**src/rtl/int_summary_pkg.sv**
```systemverilog
package int_summary_pkg;
  localparam int unsigned NBITS   = 8;
  localparam int unsigned B_FRM   = 0;
  localparam int unsigned B_ALM   = 1;
  localparam int unsigned B_SLIP  = 2;
  localparam int unsigned B_DL    = 3;
  localparam int unsigned B_SEC   = 4;
  localparam int unsigned B_LOS   = 5;
  localparam int unsigned B_SIG   = 6;
  localparam int unsigned B_LBC   = 7;
  typedef logic [NBITS-1:0] sum_t;
endpackage

```
**src/rtl/int_flag_cell.sv**
```systemverilog
module int_flag_cell (
  input  logic clk_i,
  input  logic rst_ni,
  input  logic set_i,
  input  logic clr_i,
  output logic q_o
);
  // set dominates so a coincident event is kept
  always_ff @(posedge clk_i or negedge rst_ni) begin
    if (!rst_ni)     q_o <= 1'b0;
    else if (set_i)  q_o <= 1'b1;
    else if (clr_i)  q_o <= 1'b0;
  end
endmodule

```
**src/rtl/int_addr_dec.sv**
```systemverilog
module int_addr_dec
  import int_summary_pkg::*;
#(
  parameter int unsigned        ADDR_W   = 16,
  parameter logic [ADDR_W-1:0]  SUM_ADDR = 16'h0B00,
  parameter logic [ADDR_W-1:0]  EN_ADDR  = 16'h0B01,
  parameter logic [ADDR_W-1:0]  SUB_BASE = 16'h0A00,
  parameter logic [ADDR_W-1:0]  ALM_OFS  = 16'h0002,
  parameter logic [ADDR_W-1:0]  SLIP_OFS = 16'h0009,
  parameter logic [ADDR_W-1:0]  DL_OFS   = 16'h0006
) (
  input  logic [ADDR_W-1:0] addr_i,
  input  logic              rd_i,
  input  logic              wr_i,
  output logic              sum_rd_o,
  output logic              en_rd_o,
  output logic              en_wr_o,
  output sum_t              clr_o
);
  localparam logic [ADDR_W-1:0] ALM_A  = SUB_BASE + ALM_OFS;
  localparam logic [ADDR_W-1:0] SLIP_A = SUB_BASE + SLIP_OFS;
  localparam logic [ADDR_W-1:0] DL_A   = SUB_BASE + DL_OFS;

  always_comb begin
    sum_rd_o      = rd_i && (addr_i == SUM_ADDR);
    en_rd_o       = rd_i && (addr_i == EN_ADDR);
    en_wr_o       = wr_i && (addr_i == EN_ADDR);
    clr_o         = '0;
    clr_o[B_ALM]  = rd_i && (addr_i == ALM_A);
    clr_o[B_SLIP] = rd_i && (addr_i == SLIP_A);
    clr_o[B_DL]   = rd_i && (addr_i == DL_A);
    clr_o[B_SEC]  = sum_rd_o;
    clr_o[B_LOS]  = sum_rd_o;
    clr_o[B_SIG]  = sum_rd_o;
    clr_o[B_LBC]  = sum_rd_o;
  end
endmodule

```
**src/rtl/int_summary.sv**
```systemverilog
module int_summary
  import int_summary_pkg::*;
#(
  parameter int unsigned        ADDR_W   = 16,
  parameter logic [ADDR_W-1:0]  SUM_ADDR = 16'h0B00,
  parameter logic [ADDR_W-1:0]  EN_ADDR  = 16'h0B01,
  parameter logic [ADDR_W-1:0]  SUB_BASE = 16'h0A00,
  parameter bit                 USE_RSV  = 1'b1
) (
  input  logic              clk_i,
  input  logic              rst_ni,
  input  logic [ADDR_W-1:0] addr_i,
  input  logic              rd_i,
  input  logic              wr_i,
  input  logic [7:0]        wdata_i,
  output logic [7:0]        rdata_o,
  input  logic              frm_req_i,
  input  logic              alm_req_i,
  input  logic              slip_req_i,
  input  logic              dl_req_i,
  input  logic              sec_evt_i,
  input  logic              los_evt_i,
  input  logic              sig_evt_i,
  input  logic              lbc_evt_i,
  output logic              irq_o
);
  sum_t sum_q, en_q, set_v, clr_v;
  logic sum_rd, en_rd, en_wr;

  int_addr_dec #(
    .ADDR_W(ADDR_W), .SUM_ADDR(SUM_ADDR), .EN_ADDR(EN_ADDR), .SUB_BASE(SUB_BASE)
  ) u_dec (
    .addr_i(addr_i), .rd_i(rd_i), .wr_i(wr_i),
    .sum_rd_o(sum_rd), .en_rd_o(en_rd), .en_wr_o(en_wr), .clr_o(clr_v)
  );

  assign set_v = {lbc_evt_i, sig_evt_i, los_evt_i, sec_evt_i,
                  dl_req_i, slip_req_i, alm_req_i, frm_req_i};

  // bit 0 tracks its request level
  always_ff @(posedge clk_i or negedge rst_ni) begin
    if (!rst_ni) sum_q[B_FRM] <= 1'b0;
    else         sum_q[B_FRM] <= frm_req_i;
  end

  for (genvar i = 1; i < NBITS; i++) begin : g_flag
    if (i >= B_SIG && !USE_RSV) begin : g_off
      assign sum_q[i] = 1'b0;
    end else begin : g_on
      int_flag_cell u_cell (
        .clk_i(clk_i), .rst_ni(rst_ni),
        .set_i(set_v[i]), .clr_i(clr_v[i]), .q_o(sum_q[i])
      );
    end
  end

  always_ff @(posedge clk_i or negedge rst_ni) begin
    if (!rst_ni)    en_q <= '0;
    else if (en_wr) en_q <= wdata_i;
  end

  // registered read: captures pre-clear state on the strobe edge
  always_ff @(posedge clk_i or negedge rst_ni) begin
    if (!rst_ni)     rdata_o <= '0;
    else if (rd_i)   rdata_o <= sum_rd ? sum_q : (en_rd ? en_q : '0);
  end

  assign irq_o = |(sum_q & en_q);
endmodule


```
**config.mk**
```make
export PLATFORM = sky130hd
export DESIGN_NAME = int_summary
export DESIGN_NICKNAME = d
export VERILOG_FILES = /design/src/rtl/int_summary_pkg.sv /design/src/rtl/int_flag_cell.sv /design/src/rtl/int_addr_dec.sv /design/src/rtl/int_summary.sv
export SDC_FILE = /design/constraint.sdc
export NUM_CORES = 1
export LEC_CHECK = 0
export CAP_MARGIN = 20
export CORE_MARGIN = 4
export CORE_UTILIZATION = 41
export DETAILED_ROUTE_END_ITERATION = 7
export GPL_TIMING_DRIVEN = 0
export PLACE_DENSITY_LB_ADDON = 0.3
export RECOVER_POWER = 100
export SLEW_MARGIN = 40
export SYNTH_ARGS = -nofsm -noshare
export SYNTH_HDL_FRONTEND = slang
export SYNTH_SLANG_ARGS = --single-unit
```
**constraint.sdc**
```tcl
create_clock -name clk_i -period 1.1 [get_ports clk_i]
set_input_delay 0.165 -clock clk_i [delete_from_list [all_inputs] [get_ports clk_i]]
set_output_delay 0.165 -clock clk_i [all_outputs]
set_load 0.01 [all_outputs]
```
# [Word-level counts from Yosys, hierarchy flattened]
# Cells that the tools add are included.
[op_classes] reduce_logical=14 multipliers=0 addsub=0 eq_ne=5 n_lt_le_gt_ge=0 shifts=0 div=0 n_mux=13 bitwise=1
[ops] cell="16-bit by 12-bit == test with 1-bit output (second input constant)" count=5
[ops] cell="8-bit two-way mux" count=2
[ops] cell="2-bit nonzero test" count=7
[ops] cell="1-bit two-way mux" count=11
[ops] cell="8-bit bitwise AND" count=1
[ops] cell="8-bit OR reduction" count=1
[ops] cell="1-bit logical AND" count=6
[totals] latch_bits=0 wordCells=43 out_inout_bits=9 in_bits=36 regBits=24 rom_bits=0 mem_bits_rw=0 memories=0

# [Logic depth before layout (Yosys ltp)]
# Gate-level depths: netlist (run 1).
[depth] depth_word=4 depth_mapped=4 ltp_nobuf=4

# [Modules after synthesis]
# From an unflattened synthesis (run 1), not the netlist that was laid out.
[unflattened] cells_unflattened=114 area_unflattened_um2=1207.4
[by_module_without_submodules] mod="int_summary" cells_each=67 n_inst=1 area_each_um2=755.7
[by_module_without_submodules] mod="int_flag_cell" cells_each=3 n_inst=7 area_each_um2=36.3
[by_module_without_submodules] mod="int_addr_dec" cells_each=26 n_inst=1 area_each_um2=197.7

# [Least setup slack after synthesis (run 1)]
# OpenSTA, ideal clock, no wires.
[synth_path] path_kind="input to register" from="in addr_i[13]" to="reg en_q[0]" setup_slack_ns=-0.618 setup_time_ns=0.125 t_required_ns=0.975 stages=3 t_arrival_ns=1.593 cell_sequence="or4_1 nor4_4 mux2_2"
[synth_between] elab_chain_len=2
[synth_lines] element="start, declared" line="int_summary.sv:12" rtl="input logic [ADDR_W-1:0] addr_i,"
[synth_lines] element="16-bit by 12-bit == test with 1-bit output" line="int_addr_dec.sv:27" rtl="en_wr_o = wr_i && (addr_i == EN_ADDR);"
[synth_lines] element="1-bit logical AND" line="int_addr_dec.sv:27"
[synth_lines] element="end signal, assigned" line="int_summary.sv:59" rtl="else if (en_wr) en_q <= wdata_i;"
[synth_lines] element="end, declared" line="int_summary.sv:27" rtl="sum_t sum_q, en_q, set_v, clr_v;"
# Every way passes these cells.
# A chain may end at the register's enable or synchronous reset.

# [Worst setup path after layout (run 1)]
[layout_path] from="reg en_q[3]" to="out irq_o"
[layout_between] elab_chain_len=2
[layout_lines] element="8-bit bitwise AND" line="int_summary.sv:68" rtl="assign irq_o = |(sum_q & en_q);"
[layout_lines] element="8-bit OR reduction" line="int_summary.sv:68"
[layout_lines] element="end, declared" line="int_summary.sv:25" rtl="output logic irq_o"
# Every way passes these cells.

==> flow_metrics.tcl, run 1 <==
set metrics [dict create \
    status "complete, but fails checks" \
    violations "setup timing" \
    row_count 18 \
    fin_tns_setup_ns -3.82 \
    hold_path.class "in2reg" \
    worst_slack_ns -0.259 \
    power_density_nw_per_um2 939 \
    cp-endpoint "irq_o" \
    grt_pass1_wl_um 5240 \
    die_w_um 58.9 \
    syn_to_final_growth_pct 70.4 \
    die_y_um 58.9 \
    fin_nets 188 \
    final_util 0.731 \
    cp.required_ns 0.94 \
    syn-cell-area_um2 1060 \
    drive_gt1_frac 0.411 \
    synth-edff-count 0 \
    grt_max_degree 25 \
    dp_hpwl_um 1980 \
    fin_crit_sh 1.24 \
    min_period_ns 1.36 \
    first_pass_iters 4 \
    rsz0062_at_grt "true" \
    ys_types 22 \
    path_max_fanout 2 \
    dieArea_um2 3470 \
    drtIter0Drc 37 \
    drtAntennaViolNets 0 \
    drc 0 \
    cpPeakStageDelay_ns 0.42 \
    h-tree-depth 1 \
    diodes 0 \
    grt_pass1_vias 1097 \
    placedCellCount 157 \
    ys_async_sr_fraction 1.00 \
    cp.depth 3 \
    seq_area_frac_synth 0.565 \
    startpoint "en_q[3]$_DFFE_PN0P_" \
    synthTopCellsByCount "dfrtp_1, nor2b_1, a221o_1, mux2_2" \
    cts_sinks 24 \
    syn-num-nets 119 \
    grt_use_total 0.198 \
    max_freq_mhz 736 \
    synth_area_per_cell_um2 12.8 \
    post-synth-top-count-cell "dfrtp_1" \
    clk_pin_slew_ns 0.14 \
    vdd_drop_max_uv 574 \
    p_leak_uw 0.000777 \
    finalSetupViolations 23 \
    wl_per_cell_um 18.0 \
    stdcell_count 181 \
    cts_tree "done" \
    ys_ff_latch 24 \
    cts_made_buffers 3 \
    cp_num_buf_inv 1 \
    cp_data_arrival_time_ns 1.19 \
    vias 1019 \
    rr_worst_depth 2 \
    drv_cap 0 \
    cp-end-kind "output pin" \
    coreArea_um2 2480 \
    synth_cells 83 \
    io_buffers 44 \
    r2r-end "rdata_o[2]$_DFFE_PN0P_" \
    crit_chain "a22oi_2 > nand4_1 > buf_2" \
    worst_pin_slew_ns 0.596 \
    gp_congestion 0.788 \
    initial_core_util 0.429 \
    critPathLaunchType "register" \
    cts_root_buf "clkbuf_4" \
    clock_latency_ns 0.31 \
    ys_warn_count 0 \
    antenna_found_initial 0 \
    wirelength_um 3260 \
    io_pins 45 \
    critical_path_class "reg2out" \
    synth_top_area_share 0.565 \
    r2r_slack_ns 0.07 \
    relSlewSlack 0.603 \
    clock_path_buffers 2 \
    synthTopCellsByArea "dfrtp_1, mux2_2, a221o_1" \
    drv_slew 0 \
    skew_ns 0.0139 \
    yosys.area.top_type "dfrtp_1" \
    finalHoldViolations 0 \
    synth_top_flop_cell "dfrtp_1" \
    grt-ovfl-total 0 \
    cp_slowest_cell "dfrtp_1" \
    timing.rr.start "g_flag[2].g_on.u_cell.q_o$_DFFE_PN0P_" \
    path_delay_family "flip-flops" \
    via_per_inst 5.63 \
]
what timing repair did:
| action | 4_1_cts | 5_1_grt |
|---|---|---|
| gates cloned | 0 | 0 |
| hold buffers | 1 | 0 |
| resized for setup | 95 | 14 |
| pin swaps | 12 | 8 |
| endpoints found under the hold margin | 24 | 0 |
| setup buffers | 17 | 2 |
| setup endpoints to repair | 32 | 27 |
metal layers:
layer	share of wire	wire length (um)	track usage	up-vias
met5	0	0	0	-
li1	-	-	-	463
met4	0.015	50	0.0647	0
met2	0.53	1730	0.358	57
met3	0.080	259	0.0219	6
met1	0.37	1220	0.244	493
report_power, final:
group          internal, uW  total [uW]  switching (uW)
Clock                   368         624             255
Combinational           114         193            78.7
Sequential              884         886            1.38
tightest hold or removal path, stage by stage:
cell,delay [ns]
buf_6,0.07
nor4_2,0.04
nand2_1,0.08
o41ai_2,0.08
nand2b_1,0.06
sequential cells by signal, summed over array words and instances, names as in the netlist:
name                    flops
en_q                        8
sum_q                       1
g_flag.g_on.u_cell.q_o      7
rdata_o                     8
area by class of cell:
cell class              instances  area, um2
clock inverters                 1       30.0
well taps                      30       37.5
clock buffers                   3       22.5
repair buffers                 64        519
multi-input cells              59        602
fillers                       179        666
flip-flops and latches         24        601
through the flow:
| stage | total power [uW] | hold slack [ns] | area [um2] | setup WS, ns |
|---|---|---|---|---|
| floorplan | 921 | -0.131 | 1090 | -0.584 |
| global placement | 1080 | 0.490 | 1570 | -1.20 |
| detailed placement | 1080 | 0.173 | 1560 | -1.24 |
| CTS | 1700 | 0.186 | 1790 | -0.259 |
| global route | 1770 | 0.237 | 1810 | -0.309 |
| finish | 1700 | 0.220 | 1810 | -0.259 |
layout by cell type (no fill, tap or decap), types with 3 or more instances in the layout:
| cell type | instances |
|---|---|
| dfrtp_1 | 24 |
| buf_4 | 16 |
| clkdlybuf4s50_1 | 15 |
| nor2b_1 | 9 |
| a221o_1 | 8 |
| mux2_4 | 8 |
| dlygate4sd2_1 | 7 |
| buf_6 | 6 |
| clkbuf_2 | 6 |
| clkbuf_1 | 5 |
| nand4_1 | 4 |
| a21o_1 | 4 |
| buf_2 | 4 |
| a22oi_2 | 3 |
| nand2_1 | 3 |
| clkbuf_4 | 3 |
how the worst min path moves through the flow:
stage                                     startpoint  slack (ns)  cells after the start                               endpoint
6_report                                  addr_i[12]        0.22                      5  g_flag[2].g_on.u_cell.q_o$_DFFE_PN0P_
5_1_grt                                   addr_i[12]        0.24                      5  g_flag[2].g_on.u_cell.q_o$_DFFE_PN0P_
3_5_place_dp                                  rst_ni        0.17                      1                    en_q[4]$_DFFE_PN0P_
3_3_place_gp   g_flag[6].g_on.u_cell.q_o$_DFFE_PN0P_        0.49                      1  g_flag[6].g_on.u_cell.q_o$_DFFE_PN0P_
4_1_cts                                   addr_i[12]        0.19                      5  g_flag[2].g_on.u_cell.q_o$_DFFE_PN0P_
2_1_floorplan                                 rst_ni       -0.13                      0                    en_q[0]$_DFFE_PN0P_
logic make-up (layout without fill, tap and decap cells):
group                  Yosys count  in the layout  share of synthesized area
AND/OR/NAND/NOR                 32             32                      0.195
buffers and inverters            0             68                          0
flip-flops                      24             24                      0.565
AO/OA/AOI/OAI                   19             19                      0.155
multiplexers                     8              8                     0.0847
No activity file was read; power rests on OpenSTA's default activity.
==> inputs of run 2 (changes only) <==
- CORE_UTILIZATION: 41 -> 43
- SYNTH_HIERARCHICAL: unset -> 1
==> flow_metrics.tcl, run 2 <==
set metrics [dict create \
    status "complete, but fails checks" \
    violations "setup timing" \
    h-tree-depth 1 \
    drv_slew 0 \
    clk_pin_slew_ns 0.13 \
    holdWs_ns 0.183 \
    wl_per_cell_um 17.0 \
    drive_gt1_frac 0.462 \
    drtAntennaViolNets 0 \
    cp_data_arrival_time_ns 1.24 \
    relSlewSlack 0.592 \
    io_pins 45 \
    die_w_um 60.7 \
    p_comb_frac 0.148 \
    p_leak_uw 0.000896 \
    nFillCells 158 \
    worst_slack_ns -0.300 \
    diodes 0 \
    path_max_fanout 2 \
    clock_path_buffers 2 \
    ys_warn_count 6 \
    dp_slack_ns -0.941 \
    die_y_um 60.7 \
    reg_top3 "en_q x8, rdata_o x8, g_flag.g_on.u_cell/q_o x7" \
    antenna_found_initial 0 \
    coreArea_um2 2570 \
    skew_ns 0.00348 \
    initial_core_util 0.466 \
    wirelength_um 3630 \
    cpPeakStageDelay_ns 0.42 \
    dpl_cell_area_um2 1700 \
    fin_nets 221 \
    fin_crit_sh 1.27 \
    p_clk_frac 0.352 \
    drtIter0Drc 51 \
    synth_cells 112 \
    mostFrequentLayoutCells "dfrtp_1, buf_4, clkdlybuf4s50_1" \
    min_period_ns 1.40 \
    cp-end-kind "output pin" \
    final_common_cell "dfrtp_1" \
    critical_path_class "reg2out" \
    vias 1152 \
    dp_hpwl_um 2230 \
    fin_area_um2 2000 \
    grt_pass1_vias 1240 \
    p_switching_uw 401 \
    clock_latency_ns 0.32 \
    row_count 18 \
    cts_sinks 24 \
    vdd_drop_max_uv 1380 \
    syn_to_final_growth_pct 67.4 \
    drc 0 \
    power_density_nw_per_um2 914 \
    syn-cell-area_um2 1200 \
    seqPwrFrac 0.500 \
    cp.required_ns 0.94 \
    finalSetupViolations 21 \
    rsz0062_at_grt "true" \
    via_per_inst 5.38 \
    grt_max_degree 25 \
    crit_chain "a22oi_2 > nand4_1 > buf_2" \
    cts_root_buf "clkbuf_4" \
    drv_cap 0 \
    syn-num-nets 148 \
    critPathLaunchType "register" \
    dieArea_um2 3690 \
    worst_pin_slew_ns 0.612 \
    grt_use_total 0.213 \
    cts_tree "done" \
    grt-ovfl-total 0 \
    max_freq_mhz 714 \
    p_int_uw 1430 \
    path_delay_family "flip-flops" \
    cp_num_buf_inv 1 \
    first_pass_iters 4 \
    cp_slowest_cell "dfrtp_1" \
    hold_path.class "in2reg" \
    io_buffers 44 \
    swShare 0.219 \
    finalHoldViolations 0 \
    grt_pass1_wl_um 5790 \
    gp_congestion 0.767 \
    cts_made_buffers 3 \
    synth_area_per_cell_um2 10.7 \
]
[run 2: final timing paths]
path	startpoint	endpoint	slack (ns)	cells past startpoint
setup / recovery	g_flag[7].g_on.u_cell/q_o$_DFFE_PN0P_	irq_o	-0.30	3
hold / removal	addr_i[2]	g_flag[1].g_on.u_cell/q_o$_DFFE_PN0P_	0.18	4
setup reg to reg	en_q[5]$_DFFE_PN0P_	en_q[5]$_DFFE_PN0P_	0.12	2
hold reg to reg	rdata_o[1]$_DFFE_PN0P_	rdata_o[1]$_DFFE_PN0P_	0.56	2
max in group asynchronous	rst_ni	en_q[4]$_DFFE_PN0P_	0.33	2
min in group asynchronous	rst_ni	rdata_o[5]$_DFFE_PN0P_	0.37	2
[run 2: routing by layer]
| layer | routed length (um) | part of all wire | track usage |
|---|---|---|---|
| met1 | 1450 | 0.40 | 0.255 |
| met4 | 25 | 0.0069 | 0.0402 |
| met3 | 210 | 0.058 | 0.0681 |
| met2 | 1950 | 0.54 | 0.376 |
| met5 | 0 | 0 | 0 |
[run 2: repair_timing]
action                                 4_1_cts  5_1_grt
hold buffers                                 1        0
setup endpoints to repair                   32       22
gates resized for setup                    116       16
setup buffers                               24        3
pin swaps                                   23       20
gates cloned                                 1        0
endpoints found under the hold margin       24        0
[run 2: worst min-delay path: cells and delay by family]
family	cells	cell delay, ns
and+or+nand+nor	1	0.05
buffers and inverters	2	0.16
AOI/OAI and AO/OA	1	0.09
[run 2: cell type report]
cell class	instances	area, um2	share of cell area
clock buffer	3	22.5	0.0113
sequential	24	601	0.300
multi-input combinational	71	644	0.322
timing repair buffer	68	557	0.278
inverter	8	30.0	0.0150
clock inverter	1	30.0	0.0150
tap	30	37.5	0.0188
buffer	9	80.1	0.0400
[run 2: power by group through the flow]
stage          Sequential (uW)  Clock [uW]  Combinational [uW]
6_report                   916         644                 270
5_1_grt                    919         691                 290
4_1_cts                    914         654                 260
3_5_place_dp               933           0                 263
3_3_place_gp               932           0                 258
2_1_floorplan              942           0                47.6
[run 2: per-stage QoR]
stage | setup TNS (ns) | instances | total power (uW) | utilization
after floorplan | -4.83 | 112 | 989 | -
after global placement | -26.76 | 186 | 1190 | 0.664
after detailed placement | -19.37 | 186 | 1200 | 0.662
after CTS | -2.50 | 214 | 1830 | 0.756
after global routing | -4.50 | 214 | 1900 | 0.780
final | -4.26 | 214 | 1830 | 0.780
==> inputs of run 3 (changes only) <==
- SETUP_SLACK_MARGIN: unset -> 0.02
==> results of run 3 <==
Final layout, timing and power as in run 2 (identical DEF).
